`src/rtl/mtd_pkg.sv`:
```
package mtd_pkg;

   typedef enum logic [2:0] {
      SQ_IDLE,
      SQ_DEFER,
      SQ_SEND,
      SQ_JAM,
      SQ_BACKOFF
   } sq_state_e;

   // bits needed to hold values 0 .. n-1, never less than one
   function automatic int unsigned cnt_bits(input int unsigned n);
      return (n < 2) ? 1 : $clog2(n);
   endfunction

endpackage

```
`src/rtl/mtd_gap_timer.sv`:
```
module mtd_gap_timer #(
   parameter int unsigned IPG_BITS   = 96,
   parameter int unsigned PART1_BITS = 64
) (
   input  logic clk,
   input  logic rst_n,
   input  logic own_tx,
   input  logic carrier,
   input  logic simple_mode,
   input  logic frame_pending,
   output logic gap_done
);

   localparam int unsigned GW = mtd_pkg::cnt_bits(IPG_BITS + 1);
   localparam logic [GW-1:0] GAP_END = GW'(IPG_BITS);
   localparam logic [GW-1:0] P1_END  = GW'(PART1_BITS);

   generate
      if (PART1_BITS == 0 || PART1_BITS >= IPG_BITS) begin : g_bad_split
         $error("gap timer: PART1_BITS must lie strictly inside the gap");
      end
   endgenerate

   logic [GW-1:0] cnt_q;
   logic          complete;
   logic          in_part1;
   logic          restart;

   assign complete = (cnt_q == GAP_END);
   assign in_part1 = (cnt_q < P1_END);

   // restart rules: own activity always; carrier depends on deferral style;
   // a completed gap with nothing to send re-arms on any new carrier
   assign restart = own_tx
                  | (carrier & (simple_mode ? ~complete : in_part1))
                  | (carrier & complete & ~frame_pending);

   always_ff @(posedge clk or negedge rst_n) begin
      if (!rst_n) begin
         cnt_q <= '0;
      end else if (restart) begin
         cnt_q <= '0;
      end else if (!complete) begin
         cnt_q <= cnt_q + GW'(1);
      end
   end

   assign gap_done = complete;


   late_part_runs_chk: assert property (@(posedge clk) disable iff (!rst_n)
      (!simple_mode && !own_tx && !in_part1 && !complete) |=> (cnt_q > $past(cnt_q)));


   simple_restart_chk: assert property (@(posedge clk) disable iff (!rst_n)
      (simple_mode && carrier && !complete) |=> (cnt_q == '0));

endmodule

```
`src/rtl/mtd_lfsr.sv`:
```
module mtd_lfsr #(
   parameter int unsigned WIDTH = 16,
   parameter int unsigned OUT_W = 10,
   parameter logic [31:0] SEED  = 32'h0000_ACE1
) (
   input  logic             clk,
   input  logic             rst_n,
   output logic [OUT_W-1:0] value
);

   localparam logic [WIDTH-1:0] SEED_W = WIDTH'(SEED);

   logic [WIDTH-1:0] taps;
   logic [WIDTH-1:0] state_q;

   generate
      if (WIDTH == 16) begin : g_w16
         assign taps = WIDTH'(32'h0000_B400);
      end else if (WIDTH == 32) begin : g_w32
         assign taps = WIDTH'(32'h8020_0003);
      end else begin : g_bad_width
         $error("lfsr: WIDTH must be 16 or 32");
         assign taps = '0;
      end
      if (OUT_W > WIDTH) begin : g_bad_out
         $error("lfsr: OUT_W exceeds WIDTH");
      end
      if (SEED_W == '0) begin : g_bad_seed
         $error("lfsr: seed must be nonzero");
      end
   endgenerate

   always_ff @(posedge clk or negedge rst_n) begin
      if (!rst_n) begin
         state_q <= SEED_W;
      end else begin
         state_q <= {1'b0, state_q[WIDTH-1:1]} ^ (state_q[0] ? taps : '0);
      end
   end

   assign value = state_q[OUT_W-1:0];


   lfsr_live_chk: assert property (@(posedge clk) disable iff (!rst_n)
      state_q != '0);

endmodule

```
`src/rtl/mtd_backoff.sv`:
```
module mtd_backoff #(
   parameter int unsigned SLOT_BITS = 512,
   parameter int unsigned BO_CAP    = 10,
   parameter int unsigned ATT_W     = 5,
   parameter int unsigned LFSR_W    = 16,
   parameter logic [31:0] SEED      = 32'h0000_ACE1
) (
   input  logic             clk,
   input  logic             rst_n,
   input  logic             load,
   input  logic             run,
   input  logic [ATT_W-1:0] attempts,
   output logic             expired
);

   localparam int unsigned SW = mtd_pkg::cnt_bits(SLOT_BITS);
   localparam logic [SW-1:0] SLOT_LAST = SW'(SLOT_BITS - 1);

   generate
      if (SLOT_BITS < 2) begin : g_bad_slot
         $error("backoff: SLOT_BITS must be at least 2");
      end
      if (BO_CAP == 0 || BO_CAP > LFSR_W) begin : g_bad_cap
         $error("backoff: BO_CAP must be 1 .. LFSR_W");
      end
   endgenerate

   logic [BO_CAP-1:0] rnd;
   logic [BO_CAP-1:0] range_mask;
   logic [BO_CAP-1:0] draw;
   logic [BO_CAP-1:0] slots_q;
   logic [SW-1:0]     sub_q;

   mtd_lfsr #(
      .WIDTH (LFSR_W),
      .OUT_W (BO_CAP),
      .SEED  (SEED)
   ) u_lfsr (
      .clk   (clk),
      .rst_n (rst_n),
      .value (rnd)
   );

   // bit i of the range is open once more than i collisions happened,
   // which caps the exponent at BO_CAP automatically
   generate
      for (genvar i = 0; i < BO_CAP; i++) begin : g_mask
         assign range_mask[i] = (32'(attempts) > 32'(i));
      end
   endgenerate

   assign draw = rnd & range_mask;

   always_ff @(posedge clk or negedge rst_n) begin
      if (!rst_n) begin
         slots_q <= '0;
         sub_q   <= '0;
      end else if (load) begin
         slots_q <= draw;
         sub_q   <= '0;
      end else if (run && slots_q != '0) begin
         if (sub_q == SLOT_LAST) begin
            sub_q   <= '0;
            slots_q <= slots_q - BO_CAP'(1);
         end else begin
            sub_q <= sub_q + SW'(1);
         end
      end
   end

   assign expired = (slots_q == '0);


   bo_draw_range_chk: assert property (@(posedge clk) disable iff (!rst_n)
      load |=> ((slots_q & ~$past(range_mask)) == '0));


   bo_count_down_chk: assert property (@(posedge clk) disable iff (!rst_n)
      (run && !load && !expired) |=> (slots_q <= $past(slots_q)));

endmodule

```
`src/rtl/mac_tx_defer.sv`:
```
module mac_tx_defer #(
   parameter int unsigned IPG_BITS  = 96,
   parameter int unsigned GAP_PART1 = 64,
   parameter int unsigned SLOT_BITS = 512,
   parameter int unsigned JAM_BITS  = 32,
   parameter int unsigned MAX_TRIES = 16,
   parameter int unsigned BO_CAP    = 10,
   parameter int unsigned LEN_W     = 14,
   parameter int unsigned LFSR_W    = 16,
   parameter logic [31:0] LFSR_SEED = 32'h0000_ACE1
) (
   input  logic             clk,
   input  logic             rst_n,
   input  logic             req_start,
   input  logic [LEN_W-1:0] req_bits,
   input  logic             simple_defer,
   input  logic             carrier,
   input  logic             collision,
   output logic             tx_en,
   output logic             jam_on,
   output logic             ev_done,
   output logic             ev_excess,
   output logic             ev_late
);

   import mtd_pkg::*;

   localparam int unsigned ATT_W = cnt_bits(MAX_TRIES + 1);
   localparam int unsigned JW    = cnt_bits(JAM_BITS);
   localparam logic [ATT_W-1:0] TRY_LIMIT = ATT_W'(MAX_TRIES);
   localparam logic [JW-1:0]    JAM_LAST  = JW'(JAM_BITS - 1);

   generate
      if (JAM_BITS == 0) begin : g_bad_jam
         $error("mac_tx_defer: JAM_BITS must be nonzero");
      end
      if (MAX_TRIES == 0) begin : g_bad_tries
         $error("mac_tx_defer: MAX_TRIES must be nonzero");
      end
   endgenerate

   sq_state_e        state_q;
   logic [LEN_W-1:0] len_q;
   logic [LEN_W-1:0] bit_q;
   logic [JW-1:0]    jam_q;
   logic [ATT_W-1:0] tries_q;
   logic             late_q;
   logic             done_q;
   logic             excess_q;
   logic             latev_q;

   logic gap_done;
   logic bo_expired;
   logic jam_last;
   logic bo_load;
   logic is_late_bit;

   assign tx_en       = (state_q == SQ_SEND) || (state_q == SQ_JAM);
   assign jam_on      = (state_q == SQ_JAM);
   assign jam_last    = (jam_q == JAM_LAST);
   assign is_late_bit = (32'(bit_q) >= SLOT_BITS);
   assign bo_load     = (state_q == SQ_JAM) && jam_last && !late_q && (tries_q != TRY_LIMIT);

   mtd_gap_timer #(
      .IPG_BITS   (IPG_BITS),
      .PART1_BITS (GAP_PART1)
   ) u_gap (
      .clk           (clk),
      .rst_n         (rst_n),
      .own_tx        (tx_en),
      .carrier       (carrier),
      .simple_mode   (simple_defer),
      .frame_pending (state_q != SQ_IDLE),
      .gap_done      (gap_done)
   );

   mtd_backoff #(
      .SLOT_BITS (SLOT_BITS),
      .BO_CAP    (BO_CAP),
      .ATT_W     (ATT_W),
      .LFSR_W    (LFSR_W),
      .SEED      (LFSR_SEED)
   ) u_bo (
      .clk      (clk),
      .rst_n    (rst_n),
      .load     (bo_load),
      .run      (state_q == SQ_BACKOFF),
      .attempts (tries_q),
      .expired  (bo_expired)
   );

   always_ff @(posedge clk or negedge rst_n) begin
      if (!rst_n) begin
         state_q  <= SQ_IDLE;
         len_q    <= '0;
         bit_q    <= '0;
         jam_q    <= '0;
         tries_q  <= '0;
         late_q   <= 1'b0;
         done_q   <= 1'b0;
         excess_q <= 1'b0;
         latev_q  <= 1'b0;
      end else begin
         done_q   <= 1'b0;
         excess_q <= 1'b0;
         latev_q  <= 1'b0;
         case (state_q)
            SQ_IDLE: begin
               if (req_start && req_bits != '0) begin
                  state_q <= SQ_DEFER;
                  len_q   <= req_bits;
                  tries_q <= '0;
               end
            end
            SQ_DEFER: begin
               if (gap_done) begin
                  state_q <= SQ_SEND;
                  bit_q   <= '0;
               end
            end
            SQ_SEND: begin
               if (collision) begin
                  state_q <= SQ_JAM;
                  jam_q   <= '0;
                  late_q  <= is_late_bit;
                  if (!is_late_bit) begin
                     tries_q <= tries_q + ATT_W'(1);
                  end
               end else if (bit_q == len_q - LEN_W'(1)) begin
                  state_q <= SQ_IDLE;
                  done_q  <= 1'b1;
               end else begin
                  bit_q <= bit_q + LEN_W'(1);
               end
            end
            SQ_JAM: begin
               if (jam_last) begin
                  if (late_q) begin
                     state_q <= SQ_IDLE;
                     latev_q <= 1'b1;
                  end else if (tries_q == TRY_LIMIT) begin
                     state_q  <= SQ_IDLE;
                     excess_q <= 1'b1;
                  end else begin
                     state_q <= SQ_BACKOFF;
                  end
               end else begin
                  jam_q <= jam_q + JW'(1);
               end
            end
            SQ_BACKOFF: begin
               if (bo_expired) begin
                  state_q <= SQ_DEFER;
               end
            end
            default: state_q <= SQ_IDLE;
         endcase
      end
   end

   assign ev_done   = done_q;
   assign ev_excess = excess_q;
   assign ev_late   = latev_q;


   tx_after_gap_chk: assert property (@(posedge clk) disable iff (!rst_n)
      $rose(tx_en) |-> $past(gap_done));


   jam_after_col_chk: assert property (@(posedge clk) disable iff (!rst_n)
      $rose(jam_on) |-> ($past(collision) && $past(tx_en)));


   ev_onehot_chk: assert property (@(posedge clk) disable iff (!rst_n)
      $onehot0({ev_done, ev_excess, ev_late}));


   done_after_send_chk: assert property (@(posedge clk) disable iff (!rst_n)
      ev_done |-> ($past(tx_en) && !$past(jam_on) && !tx_en));


   excess_after_jam_chk: assert property (@(posedge clk) disable iff (!rst_n)
      ev_excess |-> ($past(jam_on) && !tx_en));


   late_after_jam_chk: assert property (@(posedge clk) disable iff (!rst_n)
      ev_late |-> ($past(jam_on) && !tx_en));

endmodule

```
`config.mk`:
```
export PLATFORM = sky130hd
export DESIGN_NAME = mac_tx_defer
export DESIGN_NICKNAME = d
export VERILOG_FILES = /design/src/rtl/mtd_pkg.sv /design/src/rtl/mtd_gap_timer.sv /design/src/rtl/mtd_lfsr.sv /design/src/rtl/mtd_backoff.sv /design/src/rtl/mac_tx_defer.sv
export SDC_FILE = /design/constraint.sdc
export NUM_CORES = 1
export LEC_CHECK = 0
export ABC_AREA = 1
export BUFFER_PORTS_ARGS = -buffer_cell sky130_fd_sc_hd__buf_2
export CORE_MARGIN = 10
export CORE_UTILIZATION = 25
export CTS_CLUSTER_DIAMETER = 120
export CTS_CLUSTER_SIZE = 12
export DETAILED_ROUTE_END_ITERATION = 16
export PLACE_DENSITY = 0.41
export RECOVER_POWER = 50
export REMOVE_ABC_BUFFERS = 1
export SETUP_SLACK_MARGIN = 0.3
export SYNTH_ARGS = -nofsm -noshare
export SYNTH_HDL_FRONTEND = slang
export SYNTH_SLANG_ARGS = --single-unit
export TNS_END_PERCENT = 10
```
`constraint.sdc`:
```
create_clock -name clk -period 1.9 [get_ports clk]
set_input_delay 0.095 -clock clk [delete_from_list [all_inputs] [get_ports clk]]
set_output_delay 0.095 -clock clk [all_outputs]
set_load 0.02 [all_outputs]
```
==> summary.txt <==
Outcome: finished, violations left
Violated checks: negative setup slack
Die area: 25,500 sq um
GPL Wtd Cong: 0.804
Area growth syn-to-layout: 36.1%
Synth unique cells: 42
# diodes: 0
Max stage delay on crit path: 390 ps
Critical path cell sequence: inv_2 > ha_4 > nand3_4 > inv_1 > nand2_1 > nand2_1 > nand2_1 > nand2_1 > nand2_1 > nor2_1 > nand3_2 > nand2_4 > nand2_8 > nand2_8 > nand2_1 > nand2_1
Total GRT Usage: 10.8%
Clock buffer depth: 2
Final setup vio count: 14
Pleak: 2.97 nW
Drt total wl: 13,400 microns
Design area: 6650 sq um
Top FF cell, synth: dfrtp_1
Pin count of the biggest net entering global routing: 45
Sequential fraction of the synthesis area: 44.8%
WL/cell: 13.4 microns
R2r endpoint: bit_q[1]$_DFFE_PN0P_
Min Tclk post-route: 1940 ps
CP startpoint: len_q[0]$_DFFE_PN0P_
Final ANT Viol Nets: 0
Synth area leaders: dfrtp_1 (40%), nand2_1 (13%), inv_1 (5.7%)
Worst path slowest cell: dfrtp_1
Cells after Synth: 630
Clock-pin slew on the worst setup and hold paths: 60 ps
Area share of the largest cell type after synthesis: 40.5%
Placed cell area: 5750 sq um
I/O Buffers: 24
Max VDD drop: 0.000393 V
Synth warn: 0
Synth area leader: dfrtp_1
I/O pin count: 25
Pwr per Cell Area: 597 nW/um^2
R2r setup slk: -40 ps
CP arrival: 2240 ps
Slew Viols, Final: 0
Critical Path Fanout Max: 7
Kind of critical path: register to register
Setup crit end kind: register
Worst flop-to-flop path startpoint: len_q[0]$_DFFE_PN0P_
Die X-Extent: 160 microns
Worst slew pin tran: 1310 ps
Share of cells above drive strength 1: 27.3%
CP top delay family: simple AND/OR/NAND/NOR gates
Root Buffer: clkbuf_16
Global-route wire length before repair: 22,900 microns
Max-Cap Viols: 0
CTS Sinks: 87
Hold crit path type: input pin to register
Pre-CTS setup slack: -218 ps
Via density: 4.43
1st-iter DRT viols: 192
Clock Skew: 8.55 ps
DR vias: 4,443
Core area: 19,300 sq um
Worst setup margin: -41.3 ps
Fraction of registers with async set/reset: 100%
Critical path depth: 16
Initial antenna violation count: 0
Clk_lat worst skew: 360 ps
Period utilization: 102%
Dpl hpwl: 9750 microns
# fillers: 2,037
Worst hold slack: 117 ps
Num rows: 51
RSZ-0062 raised after global routing: true
Path depth of the worst reg2reg path: 16
Synth Register Bits: 87
Max Fclk: 0.515 GHz
CTS tree: built
Die Height: 160 microns
Mapped cell area: 4890 sq um
Slew margin rel.: 12.9%
Final-report hold violation count: 0
Depth of the CTS H-tree: 3
Fin Setup TNS: -472 ps
Avg Inst Size Synth: 7.76 sq um
GRT overflow: 0
First-pass DRT Iterations: 4
Nets: 765
Worst path most repeated cell: nand2_1
Total CTS buffers: 9
CP Buf/Inv Count: 2
Post-route DRC violation count: 0
EDFF count, synth: 0
Worst setup path end: bit_q[1]$_DFFE_PN0P_
Worst Setup Start Kind: register
Worst EP required: 2200 ps
Starting Density: 25.3%
Vias in the first global route: 4,508
flip-flops by register name, indices dropped and copies added, names as in the netlist:
| signal | flops |
|---|---|
| u_bo.u_lfsr.state_q | 16 |
| bit_q | 14 |
| len_q | 14 |
| u_bo.slots_q | 10 |
| u_bo.sub_q | 9 |
| u_gap.cnt_q | 7 |
| jam_q | 5 |
| tries_q | 5 |
| state_q | 3 |
| ev_done | 1 |
| ev_excess | 1 |
| ev_late | 1 |
| late_q | 1 |
where the power goes:
part / switching (mW) / total, mW / internal (mW) / leakage [nW]
clock network: 0.884 / 1.94 / 1.05 / 0.148
registers: 0.0110 / 1.87 / 1.86 / 1.09
logic: 0.0963 / 0.163 / 0.0672 / 1.73
through the flow:
stage / instances / util, % / power [mW]
floorplan: 620 / - / 1.95
global placement: 967 / 29.7 / 2.04
detailed placement: 967 / 29.7 / 2.04
CTS: 1001 / 33.9 / 4.04
global route: 1002 / 34.4 / 4.14
finish: 1002 / 34.4 / 3.97
kinds of logic (layout without fill, tap and decap cells):
family / count (synthesis) / count (layout) / share of synthesized area (%)
adder cells (fa/ha/maj): 13 / 13 / 3.33
AO/OA/AOI/OAI: 77 / 77 / 9.01
XOR/XNOR: 31 / 31 / 5.56
flip-flops: 87 / 87 / 44.8
AND/OR/NAND/NOR: 334 / 336 / 30.3
buffers and inverters: 88 / 193 / 7.09
layout make-up:
class | count | area [sq um] | area share [%]
Clock inverter | 7 | 92.6 | 1.39
Multi-Input combinational cell | 457 | 2740 | 41.2
Timing Repair Buffer | 99 | 774 | 11.6
Clock buffer | 9 | 225 | 3.39
Inverter | 78 | 298 | 4.48
Tap cell | 265 | 332 | 4.99
Sequential cell | 87 | 2190 | 32.9
worst min-delay path, cell delays in order:
cell	delay, ps
buf_2	110
nor2_1	60
inv_1	110
nor2_1	60
layout by cell type, fill, tap and decap left out, types with 4 or more instances in the layout:
| cell type | count |
|---|---|
| xnor2_1 | 7 |
| dfrtp_1 | 78 |
| nand3_2 | 4 |
| nor2_2 | 10 |
| clkbuf_16 | 9 |
| inv_1 | 59 |
| nor4_1 | 5 |
| nand2_4 | 6 |
| a21oi_1 | 12 |
| buf_2 | 23 |
| o211ai_1 | 5 |
| nand4_1 | 7 |
| nor2_4 | 12 |
| dlygate4sd3_1 | 15 |
| o21ai_2 | 5 |
| nor3_1 | 8 |
| ha_4 | 4 |
| nand2_2 | 17 |
| nand3_1 | 42 |
| xor2_1 | 24 |
| nand3_4 | 4 |
| ha_1 | 6 |
| nand2_1 | 144 |
| o21ai_1 | 12 |
| inv_2 | 16 |
| o21ai_0 | 28 |
| buf_6 | 8 |
| nor2_1 | 60 |
| nand3b_1 | 6 |
| buf_4 | 50 |
| dfstp_2 | 5 |
what timing repair did:
| action | 4_1_cts | 5_1_grt |
|---|---|---|
| setup buffers | 1 | 1 |
| resized for setup | 91 | 34 |
| setup endpoints to repair | 67 | 68 |
| pin swaps | 46 | 33 |
| cloned | 2 | 0 |
| endpoints found under the hold margin | 67 | 0 |
| hold buffers | 15 | 0 |
Yosys cell counts, types with 4 or more instances:
library cell    n
nor3b_1         4
o21ai_0        41
o21ai_1         4
nor3_1         10
nand4_1         7
nor2_2          4
nor2_1         74
nor4_1          5
nor2_4          4
nand2_1       163
nand3_1        47
xnor2_1         7
inv_1          74
xor2_1         24
dfstp_2         8
nand3b_1        6
clkbuf_1        4
o211ai_1        5
dfrtp_1        79
a21oi_1        12
ha_1           13
how the worst min path moves through the flow:
| stage | from | end | slack, ps | cells past startpoint |
|---|---|---|---|---|
| after global routing | collision | ev_done$_DFF_PN0_ | 120 | 4 |
| after floorplan | rst_n | bit_q[0]$_DFFE_PN0P_ | -200 | 0 |
| after CTS | collision | ev_done$_DFF_PN0_ | 120 | 4 |
| final | collision | ev_done$_DFF_PN0_ | 120 | 4 |
| after detailed placement | rst_n | bit_q[0]$_DFFE_PN0P_ | 20 | 1 |
| after global placement | rst_n | bit_q[0]$_DFFE_PN0P_ | 20 | 1 |
per-layer routing:
metal,GRT usage (%),wire [microns],vias up
li1,-,-,2246
met1,13.0,6130,2137
met2,18.9,6730,45
met3,2.31,332,15
met4,3.30,216,0
met5,0,0,-
Note: power is estimated with default switching activity, not from simulation.
